File: src/rtl/pps_mon_pkg.sv
package pps_mon_pkg;

  localparam int DATA_W = 32;
  localparam int ADDR_W = 2;

  typedef enum logic [ADDR_W-1:0] {
    WORD_STATUS = 2'd0,
    WORD_CONFIG = 2'd1,
    WORD_OFFSET = 2'd2,
    WORD_SPARE  = 2'd3
  } word_sel_t;

  typedef struct packed {
    logic      pulse;     // detected PPS this cycle
    logic      rdEn;      // read access this cycle
    logic      wrCfg;     // write to config word
    logic      clrStable; // status read re-arms the flag
    word_sel_t sel;       // addressed word
  } ctrl_strobes_t;

endpackage

File: src/rtl/pps_mon_ctrl.sv
module pps_mon_ctrl
  import pps_mon_pkg::*;
#(
  parameter int SYNC_STAGES = 2
) (
  input  logic              clk,
  input  logic              rst,
  input  logic              ppsIn,
  input  logic              edgeSel,
  input  logic [ADDR_W-1:0] mmAddr,
  input  logic              mmWr,
  input  logic              mmRd,
  output ctrl_strobes_t     ctrl,
  output logic              ppsStrobe
);

  localparam int LAST = SYNC_STAGES - 1;

  logic riseQ;
  logic fallQ;
  logic sampled;
  logic [SYNC_STAGES-1:0] syncQ;
  logic prevQ;
  logic detect;
  logic strobeQ;

  always_ff @(posedge clk) begin
    if (rst) riseQ <= 1'b0;
    else     riseQ <= ppsIn;
  end

  always_ff @(negedge clk) begin
    if (rst) fallQ <= 1'b0;
    else     fallQ <= ppsIn;
  end

  assign sampled = edgeSel ? fallQ : riseQ;

  generate
    if (SYNC_STAGES == 1) begin : g_sync_one
      always_ff @(posedge clk) begin
        if (rst) syncQ <= '0;
        else     syncQ <= sampled;
      end
    end else begin : g_sync_chain
      always_ff @(posedge clk) begin
        if (rst) syncQ <= '0;
        else     syncQ <= {syncQ[SYNC_STAGES-2:0], sampled};
      end
    end
  endgenerate

  always_ff @(posedge clk) begin
    if (rst) begin
      prevQ   <= 1'b0;
      strobeQ <= 1'b0;
    end else begin
      prevQ   <= syncQ[LAST];
      strobeQ <= detect;
    end
  end

  assign detect = syncQ[LAST] & ~prevQ;

  always_comb begin
    ctrl.pulse     = detect;
    ctrl.rdEn      = mmRd;
    ctrl.wrCfg     = mmWr && (mmAddr == WORD_CONFIG);
    ctrl.clrStable = mmRd && (mmAddr == WORD_STATUS);
    ctrl.sel       = word_sel_t'(mmAddr);
  end

  assign ppsStrobe = strobeQ;

  // the internal strobe never lasts more than one cycle
  a_r2_strobe_single: assert property (@(posedge clk) disable iff (rst)
    ppsStrobe |=> !ppsStrobe);

  // a strobe follows a detected transition of the synchronised pin
  a_r2_strobe_after_detect: assert property (@(posedge clk) disable iff (rst)
    $rose(ppsStrobe) |-> $past(syncQ[LAST]));

endmodule

File: src/rtl/pps_mon_dp.sv
module pps_mon_dp
  import pps_mon_pkg::*;
#(
  parameter int CNT_W     = 30,
  parameter int EXP_RESET = 200_000_000
) (
  input  logic              clk,
  input  logic              rst,
  input  ctrl_strobes_t     ctrl,
  input  logic [DATA_W-1:0] wrData,
  output logic              edgeSel,
  output logic [DATA_W-1:0] rdData
);

  localparam int FIELD_W = DATA_W - 2;
  localparam int PAD_W   = FIELD_W - CNT_W;
  localparam logic [CNT_W-1:0] CNT_MAX = '1;

  logic [CNT_W-1:0]  runCnt;
  logic [CNT_W-1:0]  captCnt;
  logic [CNT_W-1:0]  expCnt;
  logic [CNT_W-1:0]  periodNow;
  logic              stableQ;
  logic              toggleQ;
  logic              seenQ;
  logic              edgeQ;
  logic [DATA_W-1:0] rdMux;
  logic              unusedWr;

  assign unusedWr  = ^wrData[DATA_W-2:CNT_W];
  assign periodNow = (runCnt == CNT_MAX) ? CNT_MAX : runCnt + 1'b1;

  function automatic logic [FIELD_W-1:0] widen(input logic [CNT_W-1:0] v);
    logic [FIELD_W-1:0] r;
    r = '0;
    r[CNT_W-1:0] = v;
    return r;
  endfunction

  always_ff @(posedge clk) begin
    if (rst) begin
      runCnt <= '0;
    end else if (ctrl.pulse) begin
      runCnt <= '0;
    end else if (runCnt != CNT_MAX) begin
      runCnt <= runCnt + 1'b1;
    end
  end

  always_ff @(posedge clk) begin
    if (rst) begin
      captCnt <= '0;
      toggleQ <= 1'b0;
      seenQ   <= 1'b0;
    end else if (ctrl.pulse) begin
      toggleQ <= ~toggleQ;
      seenQ   <= 1'b1;
      if (seenQ) captCnt <= periodNow;
    end
  end

  always_ff @(posedge clk) begin
    if (rst) begin
      stableQ <= 1'b1;
    end else if (ctrl.pulse && seenQ && (periodNow != expCnt)) begin
      stableQ <= 1'b0;
    end else if (ctrl.clrStable) begin
      stableQ <= 1'b1;
    end
  end

  always_ff @(posedge clk) begin
    if (rst) begin
      expCnt <= CNT_W'(EXP_RESET);
      edgeQ  <= 1'b0;
    end else if (ctrl.wrCfg) begin
      expCnt <= wrData[CNT_W-1:0];
      edgeQ  <= wrData[DATA_W-1];
    end
  end

  always_comb begin
    unique case (ctrl.sel)
      WORD_STATUS: rdMux = {toggleQ, stableQ, widen(captCnt)};
      WORD_CONFIG: rdMux = {edgeQ, 1'b0, widen(expCnt)};
      WORD_OFFSET: rdMux = {2'b00, widen(runCnt)};
      default:     rdMux = '0;
    endcase
  end

  always_ff @(posedge clk) begin
    if (rst)            rdData <= '0;
    else if (ctrl.rdEn) rdData <= rdMux;
  end

  assign edgeSel = edgeQ;

  // the toggle level inverts on a strobe and only then
  a_r5_toggle_flip: assert property (@(posedge clk) disable iff (rst)
    ctrl.pulse |=> (toggleQ != $past(toggleQ)));
  a_r5_toggle_hold: assert property (@(posedge clk) disable iff (rst)
    !ctrl.pulse |=> $stable(toggleQ));

  // the offset counter restarts from zero in the strobe cycle
  a_r9_offset_restart: assert property (@(posedge clk) disable iff (rst)
    ctrl.pulse |=> (runCnt == '0));

  // the flag can only drop at a detected pulse
  a_r6_drop_on_pulse: assert property (@(posedge clk) disable iff (rst)
    $fell(stableQ) |-> $past(ctrl.pulse));

  // a status read with no pulse re-arms the flag
  a_r7_rearm: assert property (@(posedge clk) disable iff (rst)
    (ctrl.clrStable && !ctrl.pulse) |=> stableQ);

  // the spare word reads zero
  a_r10_spare_zero: assert property (@(posedge clk) disable iff (rst)
    (ctrl.rdEn && ctrl.sel == WORD_SPARE) |=> (rdData == '0));

  // the first pulse after reset leaves the period field untouched
  a_r4_first_period: assert property (@(posedge clk) disable iff (rst)
    (ctrl.pulse && !seenQ) |=> $stable(captCnt));

endmodule

File: src/rtl/pps_monitor.sv
module pps_monitor
  import pps_mon_pkg::*;
#(
  parameter int CNT_W       = 30,
  parameter int EXP_RESET   = 200_000_000,
  parameter int SYNC_STAGES = 2
) (
  input  logic        clk,
  input  logic        rst,
  input  logic        ppsIn,
  input  logic [1:0]  mmAddr,
  input  logic        mmWr,
  input  logic [31:0] mmWrData,
  input  logic        mmRd,
  output logic [31:0] mmRdData,
  output logic        ppsStrobe
);

  ctrl_strobes_t ctrl;
  logic          edgeSel;

  pps_mon_ctrl #(
    .SYNC_STAGES(SYNC_STAGES)
  ) u_ctrl (
    .clk      (clk),
    .rst      (rst),
    .ppsIn    (ppsIn),
    .edgeSel  (edgeSel),
    .mmAddr   (mmAddr),
    .mmWr     (mmWr),
    .mmRd     (mmRd),
    .ctrl     (ctrl),
    .ppsStrobe(ppsStrobe)
  );

  pps_mon_dp #(
    .CNT_W    (CNT_W),
    .EXP_RESET(EXP_RESET)
  ) u_dp (
    .clk    (clk),
    .rst    (rst),
    .ctrl   (ctrl),
    .wrData (mmWrData),
    .edgeSel(edgeSel),
    .rdData (mmRdData)
  );

endmodule

File: config.mk
export PLATFORM = sky130hd
export DESIGN_NAME = pps_monitor
export DESIGN_NICKNAME = d
export VERILOG_FILES = /design/src/rtl/pps_mon_pkg.sv /design/src/rtl/pps_mon_ctrl.sv /design/src/rtl/pps_mon_dp.sv /design/src/rtl/pps_monitor.sv
export SDC_FILE = /design/constraint.sdc
export NUM_CORES = 1
export LEC_CHECK = 0
export ABC_AREA = 1
export BUFFER_PORTS_ARGS = -buffer_cell sky130_fd_sc_hd__buf_2
export CORE_ASPECT_RATIO = 1.5
export CORE_MARGIN = 4
export CORE_UTILIZATION = 25
export CTS_CLUSTER_SIZE = 40
export DETAILED_ROUTE_END_ITERATION = 8
export PLACE_DENSITY_LB_ADDON = 0.15
export SLEW_MARGIN = 15
export SYNTH_ARGS = -nofsm -noshare
export SYNTH_HDL_FRONTEND = slang
export SYNTH_SLANG_ARGS = --single-unit
File: constraint.sdc
create_clock -name clk -period 2.57 [get_ports clk]
set_input_delay 0.257 -clock clk [delete_from_list [all_inputs] [get_ports clk]]
set_output_delay 0.257 -clock clk [all_outputs]
set_load 0.02 [all_outputs]
; Yosys cells after proc, flatten, opt, wreduce, memory -nomap -nowiden
; Cells that the tools add are included.
[word_totals]
reg_bits = 132
inputBits = 39
output_inout_bits = 33
word_cells = 36
[classes]
n_addsub = 1
eq_ne = 5
n_mux = 6
n_bitwise = 3
n_reduce_logical = 8
[ops]
columns = op, count
row1 = $pmux 32 s3, 1
row2 = $add 30x1->30 const B, 1
row3 = $eq 30x30->1 const B, 1
row4 = $mux 30, 1
row5 = $ne 30x30->1, 1
row6 = $ne 30x30->1 const B, 1
row7 = $logic_and 1x1->1, 4
row8 = $mux 1, 4
row9 = $eq 2x1->1 const B, 1
row10 = $eq 2x2->1 const B, 1
row11 = $logic_not 2->1, 1
row12 = $not 1->1, 2
row13 = $reduce_and 2->1, 1
row14 = $reduce_bool 2->1, 1
row15 = $reduce_or 2->1, 1
row16 = $and 1x1->1, 1

; Longest topological paths before layout
; Gate-level depths: netlist (run 1).
[depth]
depth_word = 5
ltp_mapped = 18
ltp_nobuf = 17

; Cells and area by module
; From an unflattened synthesis (run 1), not the netlist that was laid out.
[hier_totals]
cells_unflattened = 986
hier_area_um2 = 6468.7
[modules_own_cells]
columns = mod, n_inst, cells_each, area_per_inst_um2, seq_area_each_um2
row1 = pps_mon_dp, 1, 958, 6246.0, 2522.4
row2 = pps_mon_ctrl, 1, 28, 222.7, 120.1

==> results.tsv, run 1 <==
stage	metric	value	unit
clock_network	cts_buffer_depth	2	
grt	track_usage	0.162	
setup_path	r2r_cells	17	
timing	maxSlewViolCount	0	
final_layout	nNetsFinal	1095	
synth	synth_cell_types	32	
drt	ant_nets	0	
clock_network	cts_tree	built	
drt	routedWlPerCell	16.2	um
grt	grt_pass1_wl	35.4	mm
floorplan	initial_utilization	0.254	
setup_path	r2r-start	u_dp.runCnt[1]	
setup_path	r2r_end	u_dp.stableQ	
placement	gp_congestion	0.877	
grt	met1_usage	0.173	
pwr	p_leak	3.54	nW
outcome	status	finished, final reports clean	
setup_path	r2r_slack	150	ps
synth	synth_area_leaders	dfxtp_1, nand2_1, inv_1	
drt	initialDrtViolationCount	341	
timing	max_freq	413	MHz
timing	finClkSkew	20.1	ps
synth	synth_nets	997	
floorplan	io_pins	72	
grt	grt_busiest_layer	met2	
worst_hold_path	whs_endpoint	u_dp.expCnt[14]	
floorplan	num_rows	71	
worst_hold_path	hold_start	mmWrData[14]	
timing	holdWs	50.7	ps
grt	grt_pass1_vias	6560	
final_layout	drive_gt1_frac	0.165	
setup_path	crit_type	reg -> reg	
floorplan	die_y	204	um
floorplan	die-area	28200	um2
clock_network	cts_sinks	132	
timing	setup_viol	0	
clock_network	htree_num_levels	4	
setup_path	arrival	2790	ps
pwr	p_comb_frac	0.078	
placement	dp_cells	1363	
pwr	p_clk_frac	0.480	
synth	synth_top_area_cell	dfxtp_1	
grt	overflow	0	
floorplan	fp.dieW	139	um
final_layout	syn2layout_area_growth	25.0	%
synth	syn_area_per_cell	6.68	um2
floorplan	core	25100	um2
final_layout	finalNonFillerCells	1392	
pwr	powerDensity	600	nW/um2
clock_network	post_cts_buffers	0	
placement	io_buffers	70	
drt	num_vias	6295	
placement	dpl_cell_area	7400	um2
clock_network	cts_root_buf	clkbuf_16	
grt	grt_max_degree	51	
final_layout	diodes	0	
clock_network	clk_latency	440	ps
synth	seq_area_frac_synth	0.414	
grt	gr-usage-met2	0.314	
clock_network	numCtsBuffers	17	
setup_path	required	2940	ps
pwr	swShare	0.243	
worst_hold_path	worstHoldPathCells	3	
grt	gr-usage-met3	0.0277	
synth	ys_ff_latch	132	
timing	slew_headroom	0.663	
pwr	seqPwrFrac	0.443	
setup_path	crit_fanout	4	
drt	drt-total-wl	22.5	mm
placement	hpwlAfterDp	16.4	mm
pwr	totalPowerFinal	4.80	mW
synth	yosysWarnings	0	
setup_path	end_kind	flop	
grt	antenna_found_initial	0	
drt	vias_per_cell	4.52	
synth	syn-instance-count	957	
clock_network	path_clk_slew	60	ps
run	drv_cap	0	
pwr	peakVddDrop	0.437	mV
drt	drc	0	
timing	tightest_slew	505	ps
worst_hold_path	hp-class	in -> reg	
timing	fin_crit_sh	0.943	
timing	post-route-min-period	2420	ps
synth	syn_area	6390	um2
synth	synth_top_area_share	0.414	
pwr	p_sw	1.16	mW
drt	first_pass_iters	4	
pwr	intPower	3.63	mW
timing	rsz0062_at_grt	false	
setup_path	cp-start-kind	flop	
final_layout	fin_area	7990	um2
timing	hold_viol	0	
==> metrics by stage <==
stage                     setup WS (ps)  setup TNS [ps]   util
after floorplan                     273               0      -
after global placement            -29.9           -29.9  0.294
after detailed placement           6.24               0  0.294
after CTS                          24.6               0  0.316
after global routing               3.09               0  0.318
final                               147               0  0.318
==> cell type report <==
class	count	area, um2
Fill cell	2825	17200
Multi-Input combinational cell	655	3130
Clock buffer	23	488
Inverter	124	465
Tap cell	328	410
Timing Repair Buffer	124	796
Sequential cell	132	2640
Clock inverter	6	56.3
==> cells in the mapped netlist (all sizes together) <==
cell / count
nand2: 306
dfxtp: 132
inv: 123
nor2: 102
a21oi: 58
nand3: 54
o21ai: 45
o211ai: 35
clkbuf: 31
o221ai: 21
nand4: 15
buf: 14
xor2: 6
nand3b: 3
a31oi: 2
clkinv: 2
o21bai: 2
xnor2: 2
and2: 1
ha: 1
nor3: 1
o22ai: 1
==> what timing repair did <==
item	CTS	global route
hold endpoints to repair	1	0
pin swaps	0	1
endpoints found under the setup margin	1	1
hold buffers	1	0
gates resized for setup	1	12
==> logic make-up (layout without fill, tap and decap cells) <==
| logic type | after synthesis | count (layout) | share of synthesized area |
|---|---|---|---|
| compound gates | 164 | 164 | 0.156 |
| xor+xnor | 8 | 8 | 0.0110 |
| fa+ha+maj | 1 | 1 | 0.00196 |
| buf+inv | 170 | 277 | 0.104 |
| flops | 132 | 132 | 0.414 |
| simple gates | 482 | 482 | 0.313 |
==> worst max-delay path by stage <==
stage,startpoint,endpoint,slack [ps]
finish,u_dp.runCnt[1],u_dp.stableQ,150
CTS,u_dp.runCnt[0],u_dp.stableQ,20
global route,u_dp.runCnt[1],u_dp.stableQ,3
global placement,u_dp.runCnt[0],u_dp.stableQ,-30
detailed placement,u_dp.runCnt[0],u_dp.stableQ,6
floorplan,rst,u_ctrl.fallQ,270
==> sequential cells by signal, summed over array words and instances, names as in the netlist <==
name,count
u_dp.runCnt,30
u_ctrl.riseQ,1
u_ctrl.fallQ,1
u_dp.seenQ,1
u_ctrl.ppsStrobe,1
u_ctrl.prevQ,1
u_dp.edgeSel,1
u_dp.stableQ,1
u_ctrl.syncQ,2
u_dp.expCnt,30
u_dp.toggleQ,1
u_dp.captCnt,30
u_dp.rdData,32
==> cells in the final DEF, fill, tap and decap left out, types with 2 or more instances in the layout <==
master / netlist / layout
nand4_1: 15 / 15
clkinv_2: 0 / 3
o21ai_1: 1 / 2
o21bai_1: 2 / 2
nor2_2: 1 / 10
nand2_2: 5 / 6
buf_4: 0 / 50
nor2_1: 98 / 88
clkbuf_8: 0 / 4
a21oi_1: 58 / 58
buf_12: 0 / 3
xor2_1: 6 / 6
nand2_4: 3 / 2
o211ai_1: 35 / 35
nand3_1: 53 / 53
a31oi_1: 2 / 2
o21ai_0: 44 / 43
inv_1: 123 / 123
nor2_4: 2 / 3
xnor2_1: 2 / 2
nand2_1: 298 / 297
clkbuf_16: 0 / 17
clkbuf_1: 30 / 2
dfxtp_1: 132 / 131
nand3b_1: 3 / 3
o221ai_1: 21 / 21
buf_2: 3 / 70
==> layer usage <==
metal	share of wire	up-vias	wire [um]
met5	0	-	0
met4	0.028	0	621
met3	0.029	33	644
met2	0.54	92	12100
met1	0.40	2904	9110
li1	-	3266	-
==> critical path, cell delays in order (launching register included) <==
cell	delay [ps]
dfxtp_1	340
ha_2	210
nand2_2	70
nor2_4	140
nand2_4	90
buf_4	170
nor2_1	130
buf_4	160
nand3_1	100
nand3_2	110
nand2_1	50
nand2_1	140
nand3_1	120
nor2_2	200
nand3_1	150
nand2_1	90
nand2_1	40
nand2_1	40
==> power groups by stage <==
stage          logic, mW  clock network (mW)  registers [mW]
3_3_place_gp       0.382             0.00487            2.17
2_1_floorplan      0.193             0.00487            2.18
3_5_place_dp       0.381             0.00487            2.17
6_report           0.372                2.30            2.12
5_1_grt            0.418                2.45            2.13
4_1_cts            0.384                2.36            2.12
(Power assumes the default switching activity.)
==> inputs of run 2 (changes only) <==
PLACE_DENSITY_LB_ADDON = default   (was 0.15)
SETUP_SLACK_MARGIN = 0.1   (was default)
==> run 2 against run 1 <==
Against the previous run:
- cell area increased by 0.63%
- setup slack improved by 100 ps
- count of clock-buffer cells in the layout decreased by 2
- combinational power about the same
- worst hold slack improved by 2.1 ps
- fmax increased by 4.3%
- sequential share of layout area decreased by 0.21 points
- via count increased by 3.9%
- register-to-register slack improved by 100 ps
- global-route usage decreased by 1.3 points
- wire length decreased by 5.9%
- critical endpoint unchanged
==> results.tsv, run 2 (synthesized netlist as in run 1, its figures left out) <==
stage	metric	value	unit	change
drt	initialDrtViolationCount	266		-22%
outcome	status	finished, final reports clean		
setup_path	crit_fanout	8		+4
grt	antenna_found_initial	0		unchanged
timing	finClkSkew	23.8	ps	+3.64 ps
setup_path	critPathBufInv	3		+1
timing	maxSlewViolCount	0		unchanged
placement	dpl_worst_slack	155	ps	+149 ps
grt	grt_pass1_wl	33.2	mm	-6.1%
floorplan	die_y	204	um	unchanged
timing	setup_viol	0		unchanged
setup_path	cpPeakStageDelay	380	ps	+40 ps
final_layout	syn2layout_area_growth	25.7	%	
timing	holdWs	52.8	ps	+2.11 ps
pwr	p_leak	3.57	nW	+0.61%
drt	vias_per_cell	4.67		+3.3%
timing	hold_viol	0		unchanged
setup_path	crit_type	reg -> reg		
clock_network	cts_sinks	132		unchanged
pwr	peakVddDrop	0.355	mV	-19%
grt	grt_pass1_vias	6486		-1.1%
final_layout	fin_area	8040	um2	+0.63%
floorplan	initial_utilization	0.254		unchanged
floorplan	num_rows	71		unchanged
grt	track_usage	0.149		-0.0129
pwr	powerDensity	599	nW/um2	-0.19%
setup_path	critPathSlowestCell	dfxtp_1		
floorplan	core	25100	um2	unchanged
timing	fin_crit_sh	0.904		-0.0389
final_layout	largest_register_ffs	32		unchanged
final_layout	nNetsFinal	1099		+0.37%
placement	dpl_cell_area	7400	um2	about the same
timing	setup_ws	247	ps	+99.9 ps
grt	overflow	0		unchanged
drt	drc	0		unchanged
timing	tightest_slew	652	ps	+147 ps
placement	io_buffers	70		unchanged
clock_network	cts_root_buf	clkbuf_16		
timing	tns	0	ps	unchanged
setup_path	path_delay_family	simple AND/OR/NAND/NOR gates		
drt	first_pass_iters	5		+1
floorplan	io_pins	72		unchanged
drt	ant_nets	0		unchanged
run	drv_cap	0		unchanged
clock_network	htree_num_levels	4		unchanged
floorplan	die-area	28200	um2	unchanged
final_layout	drive_gt1_frac	0.172		+0.00623
pwr	totalPowerFinal	4.82	mW	+0.43%
clock_network	clk_latency	440	ps	about the same
timing	max_freq	430	MHz	+4.3%
timing	rsz0062_at_grt	false		
setup_path	arrival	2680	ps	-110 ps
final_layout	layout_commonest_cell	nand2_1		
setup_path	cp-start-kind	flop		
drt	drt-total-wl	21.2	mm	-5.9%
setup_path	required	2930	ps	about the same
drt	num_vias	6538		+3.9%
final_layout	max_flop_register	u_dp.rdData		
clock_network	numCtsBuffers	17		unchanged
timing	slew_headroom	0.565		-0.0984
final_layout	final_cell_mix	nand2_1, dfxtp_1, inv_1, nor2_1, buf_2		
placement	gp_congestion	0.973		+11%
worst_hold_path	hp-class	in -> reg		
floorplan	fp.dieW	139	um	unchanged
setup_path	cpMostUsedCell	nand2_1		
grt	grt_max_degree	51		unchanged
setup_path	end_kind	flop		
timing	post-route-min-period	2320	ps	-99.9 ps
placement	hpwlAfterDp	15.5	mm	-5.4%
clock_network	path_clk_slew	60	ps	about the same
clock_network	cts_hold_buf	0		-1
clock_network	cts_buffer_depth	2		unchanged
final_layout	diodes	0		unchanged
clock_network	cts_tree	built		
drt	routedWlPerCell	15.1	um	-6.4%
setup_path	path_cells	buf_4 -> inv_1 -> nor2_1 -> nand2_1 -> buf_4 -> xor2_1 -> nand2_1 -> nand2_1 -> nand2_1 -> nor2_1 -> nand3_1 -> nor2_1 -> nand3_1 -> nand2_1 -> nand2_1 -> nand2_1		
[run 2: cell types whose count changed in the layout (fill, tap and decap cells not counted), moves of 2 or more]
cell / change
clkbuf_8: -2
buf_4: +4
clkinv_4: +4
clkinvlp_4: +3
[run 2: what timing repair did]
| action | 4_1_cts | 5_1_grt |
|---|---|---|
| resized for setup | 0 | 15 |
| setup endpoints to repair | 0 | 1 |
| setup buffers | 0 | 2 |
[run 2: area by class of cell]
cell class | count | area (um2)
Clock buffer | 21 | 460
Clock inverter | 12 | 109
Fill cell | 2723 | 17100
Inverter | 124 | 465
Multi-Input combinational cell | 656 | 3140
Sequential cell | 132 | 2640
Tap cell | 328 | 410
Timing Repair Buffer | 127 | 807
[run 2: worst register-to-register path: stages, from the launching register on]
cell	delay, ps
dfxtp_1	380
buf_4	190
inv_1	100
nor2_1	130
nand2_1	160
buf_4	190
xor2_1	180
nand2_1	100
nand2_1	60
nand2_1	70
nor2_1	140
nand3_1	110
nor2_1	170
nand3_1	100
nand2_1	70
nand2_1	50
nand2_1	50
[run 2: final timing paths]
check	start	end	slack, ps	depth (start not counted)
worst min-delay path	mmWrData[19]	u_dp.expCnt[19]	50	3
worst max register to register	u_dp.runCnt[0]	u_dp.stableQ	250	16
worst min register to register	u_ctrl.syncQ[0]	u_ctrl.syncQ[1]	410	2
worst max-delay path	u_dp.runCnt[0]	u_dp.stableQ	250	16
[run 2: metrics by stage]
stage          utilization  instances
6_report             0.320       1400
5_1_grt              0.320       1400
4_1_cts              0.317       1397
2_1_floorplan            -        957
3_3_place_gp         0.294       1365
3_5_place_dp         0.294       1365
[run 2: power breakdown]
part | switching [mW] | internal, mW
Clock | 0.932 | 1.38
Combinational | 0.248 | 0.126
Sequential | 0.0268 | 2.10
[run 2: per-layer routing]
metal  vias to the layer above  track usage  wire, um
met4                         0       0.0936      1220
li1                       3289            -         -
met3                        57       0.0216       632
met5                         -            0         0
met2                       162        0.276     11100
met1                      3030        0.157      8250
==> inputs of run 3 (changes only) <==
CTS_BUF_LIST = sky130_fd_sc_hd__clkbuf_8   (was default)
==> run 3 against run 2 <==
Against the previous run:
- combinational power barely moved
- first-iteration DRC count is 17% lower
- cell count hardly changed
- fmax shrank 1.5%
- core utilization down 0.73 points
- critical path depth unchanged
- clock power decreased by 28%
- via count is 0.72% lower
- highest routed layer unchanged
==> results.tsv, run 3 (synthesized netlist as in run 1, its figures left out) <==
stage	metric	value	unit	change
timing	hold_viol	0		unchanged
setup_path	r2r_cells	16		unchanged
floorplan	io_pins	72		unchanged
setup_path	r2r-start	u_dp.runCnt[0]		
outcome	status	finished, final reports clean		
setup_path	end_kind	flop		
clock_network	cts_buffer_depth	2		unchanged
timing	max_freq	424	MHz	-1.5%
floorplan	die-area	28200	um2	unchanged
timing	post-route-min-period	2360	ps	+35.6 ps
grt	antenna_found_initial	0		unchanged
timing	tightest_slew	667	ps	+15.3 ps
setup_path	critPathSlowestCell	dfxtp_1		
final_layout	layout_commonest_cell	nand2_1		
drt	drt-total-wl	21.0	mm	-0.71%
final_layout	max_flop_register	u_dp.rdData		
drt	routedWlPerCell	15.0	um	-0.78%
setup_path	cpPeakStageDelay	400	ps	+20 ps
pwr	powerDensity	530	nW/um2	-12%
timing	holdWs	24.2	ps	-28.7 ps
clock_network	path_clk_slew	80	ps	+20 ps
clock_network	clk_latency	460	ps	+20 ps
clock_network	cts_tree	built		
final_layout	syn2layout_area_growth	22.9	%	
setup_path	crit_type	reg -> reg		
placement	dpl_cell_area	7400	um2	unchanged
setup_path	path_cells	buf_4 -> inv_1 -> nor2_1 -> nand2_1 -> buf_4 -> xor2_1 -> nand2_1 -> nand2_1 -> nand2_1 -> nor2_1 -> nand3_1 -> nor2_1 -> nand3_1 -> nand2_1 -> nand2_1 -> nand2_1		
timing	setup_viol	0		unchanged
setup_path	cpMostUsedCell	nand2_1		
placement	hpwlAfterDp	15.5	mm	unchanged
drt	ant_nets	0		unchanged
timing	slew_headroom	0.554		-0.0102
final_layout	utilization	0.312		-0.00727
setup_path	arrival	2750	ps	+70 ps
setup_path	r2r_end	u_dp.stableQ		
clock_network	cts_sinks	132		unchanged
drt	first_pass_iters	5		unchanged
placement	gp_congestion	0.973		unchanged
timing	tns	0	ps	unchanged
placement	io_buffers	70		unchanged
timing	fin_crit_sh	0.918		+0.0139
grt	overflow	0		unchanged
grt	grt_max_degree	51		unchanged
final_layout	diodes	0		unchanged
setup_path	required	2960	ps	+30 ps
grt	grt_pass1_wl	33.0	mm	-0.75%
pwr	p_leak	3.49	nW	-2.1%
final_layout	fill_cells	2756		+1.2%
worst_hold_path	whs_endpoint	u_dp.expCnt[22]		
timing	finClkSkew	13.6	ps	-10.2 ps
drt	initialDrtViolationCount	222		-17%
grt	grt_pass1_vias	6441		-0.69%
clock_network	htree_num_levels	4		unchanged
floorplan	core	25100	um2	unchanged
grt	track_usage	0.148		-0.000788
worst_hold_path	hp-class	in -> reg		
drt	drc	0		unchanged
final_layout	fin_area	7850	um2	-2.3%
timing	rsz0062_at_grt	false		
timing	maxSlewViolCount	0		unchanged
final_layout	largest_register_ffs	32		unchanged
floorplan	initial_utilization	0.254		unchanged
run	drv_cap	0		unchanged
setup_path	r2r_slack	210	ps	-40 ps
drt	vias_per_cell	4.63		-0.79%
worst_hold_path	hold_start	mmWrData[22]		
clock_network	numCtsBuffers	17		unchanged
setup_path	cp-start-kind	flop		
final_layout	nNetsFinal	1100		+0.091%
floorplan	num_rows	71		unchanged
setup_path	critPathBufInv	3		unchanged
worst_hold_path	worstHoldPathCells	3		unchanged
drt	num_vias	6491		-0.72%
floorplan	die_y	204	um	unchanged
clock_network	cts_root_buf	clkbuf_8		
final_layout	final_cell_mix	nand2_1, dfxtp_1, inv_1, nor2_1, buf_2		
pwr	peakVddDrop	0.227	mV	-36%
setup_path	path_delay_family	simple AND/OR/NAND/NOR gates		
final_layout	drive_gt1_frac	0.171		-0.00109
floorplan	fp.dieW	139	um	unchanged
setup_path	crit_fanout	8		unchanged
run 3: cell types whose count changed in the layout (fill, tap and decap cells not counted):
| cell | delta |
|---|---|
| dlygate4sd3_1 | +1 |
| dfxtp_1 | +1 |
| clkbuf_16 | -17 |
| dfxtp_2 | -1 |
| clkbuf_1 | -2 |
| clkbuf_8 | +17 |
| inv_1 | +2 |
run 3: worst max-delay path by stage:
stage               slack [ps]            to             from  cells past startpoint
floorplan                  270  u_ctrl.fallQ              rst                      3
global placement           150  u_dp.stableQ  u_dp.runCnt[16]                     15
detailed placement         150  u_dp.stableQ  u_dp.runCnt[16]                     15
CTS                        120  u_dp.stableQ  u_dp.runCnt[16]                     15
global route                90  u_dp.stableQ   u_dp.runCnt[1]                     17
finish                     210  u_dp.stableQ   u_dp.runCnt[0]                     16
run 3: where the power goes:
group / leakage, nW / switching, mW / internal [mW]
combinational: 2.23 / 0.248 / 0.127
clock: 0.192 / 0.856 / 0.810
sequential: 1.07 / 0.0271 / 2.09
total: 3.49 / 1.13 / 3.03
run 3: worst reg2reg max path: cells and delay by family (launching register included):
family,cells,cell delay (ps)
AND/OR/NAND/NOR,12,1230
buffers and inverters,3,480
flip-flops,1,400
XOR/XNOR,1,180
run 3: cell type report:
| type | count | area (um2) | area share |
|---|---|---|---|
| multi-input combinational | 656 | 3140 | 0.400 |
| tap | 328 | 410 | 0.0523 |
| sequential | 132 | 2640 | 0.337 |
| timing repair buffer | 128 | 817 | 0.104 |
| clock inverter | 14 | 116 | 0.0148 |
| inverter | 124 | 465 | 0.0593 |
| clock buffer | 19 | 262 | 0.0333 |
run 3: metal layers:
layer  vias to the layer above  wire (um)  GRT usage
met5                         -          0          0
met4                         0       1130     0.0943
met3                        59        801     0.0202
met2                       159      11100      0.275
met1                      2984       8020      0.156
li1                       3289          -          -
run 3: timing repair:
| action | in CTS | in global routing |
|---|---|---|
| setup buffers | 0 | 2 |
| setup endpoints to repair | 0 | 1 |
| hold buffers | 1 | 0 |
| gates resized for setup | 0 | 14 |
| endpoints found under the hold margin | 1 | 0 |
run 3: metrics by stage:
| step | worst slack (ps) | power [mW] | std cells |
|---|---|---|---|
| finish | 211 | 4.16 | 1401 |
| global route | 88.0 | 4.32 | 1401 |
| CTS | 123 | 4.20 | 1398 |
| detailed placement | 155 | 2.55 | 1365 |
| global placement | 152 | 2.54 | 1365 |
| floorplan | 273 | 2.38 | 957 |
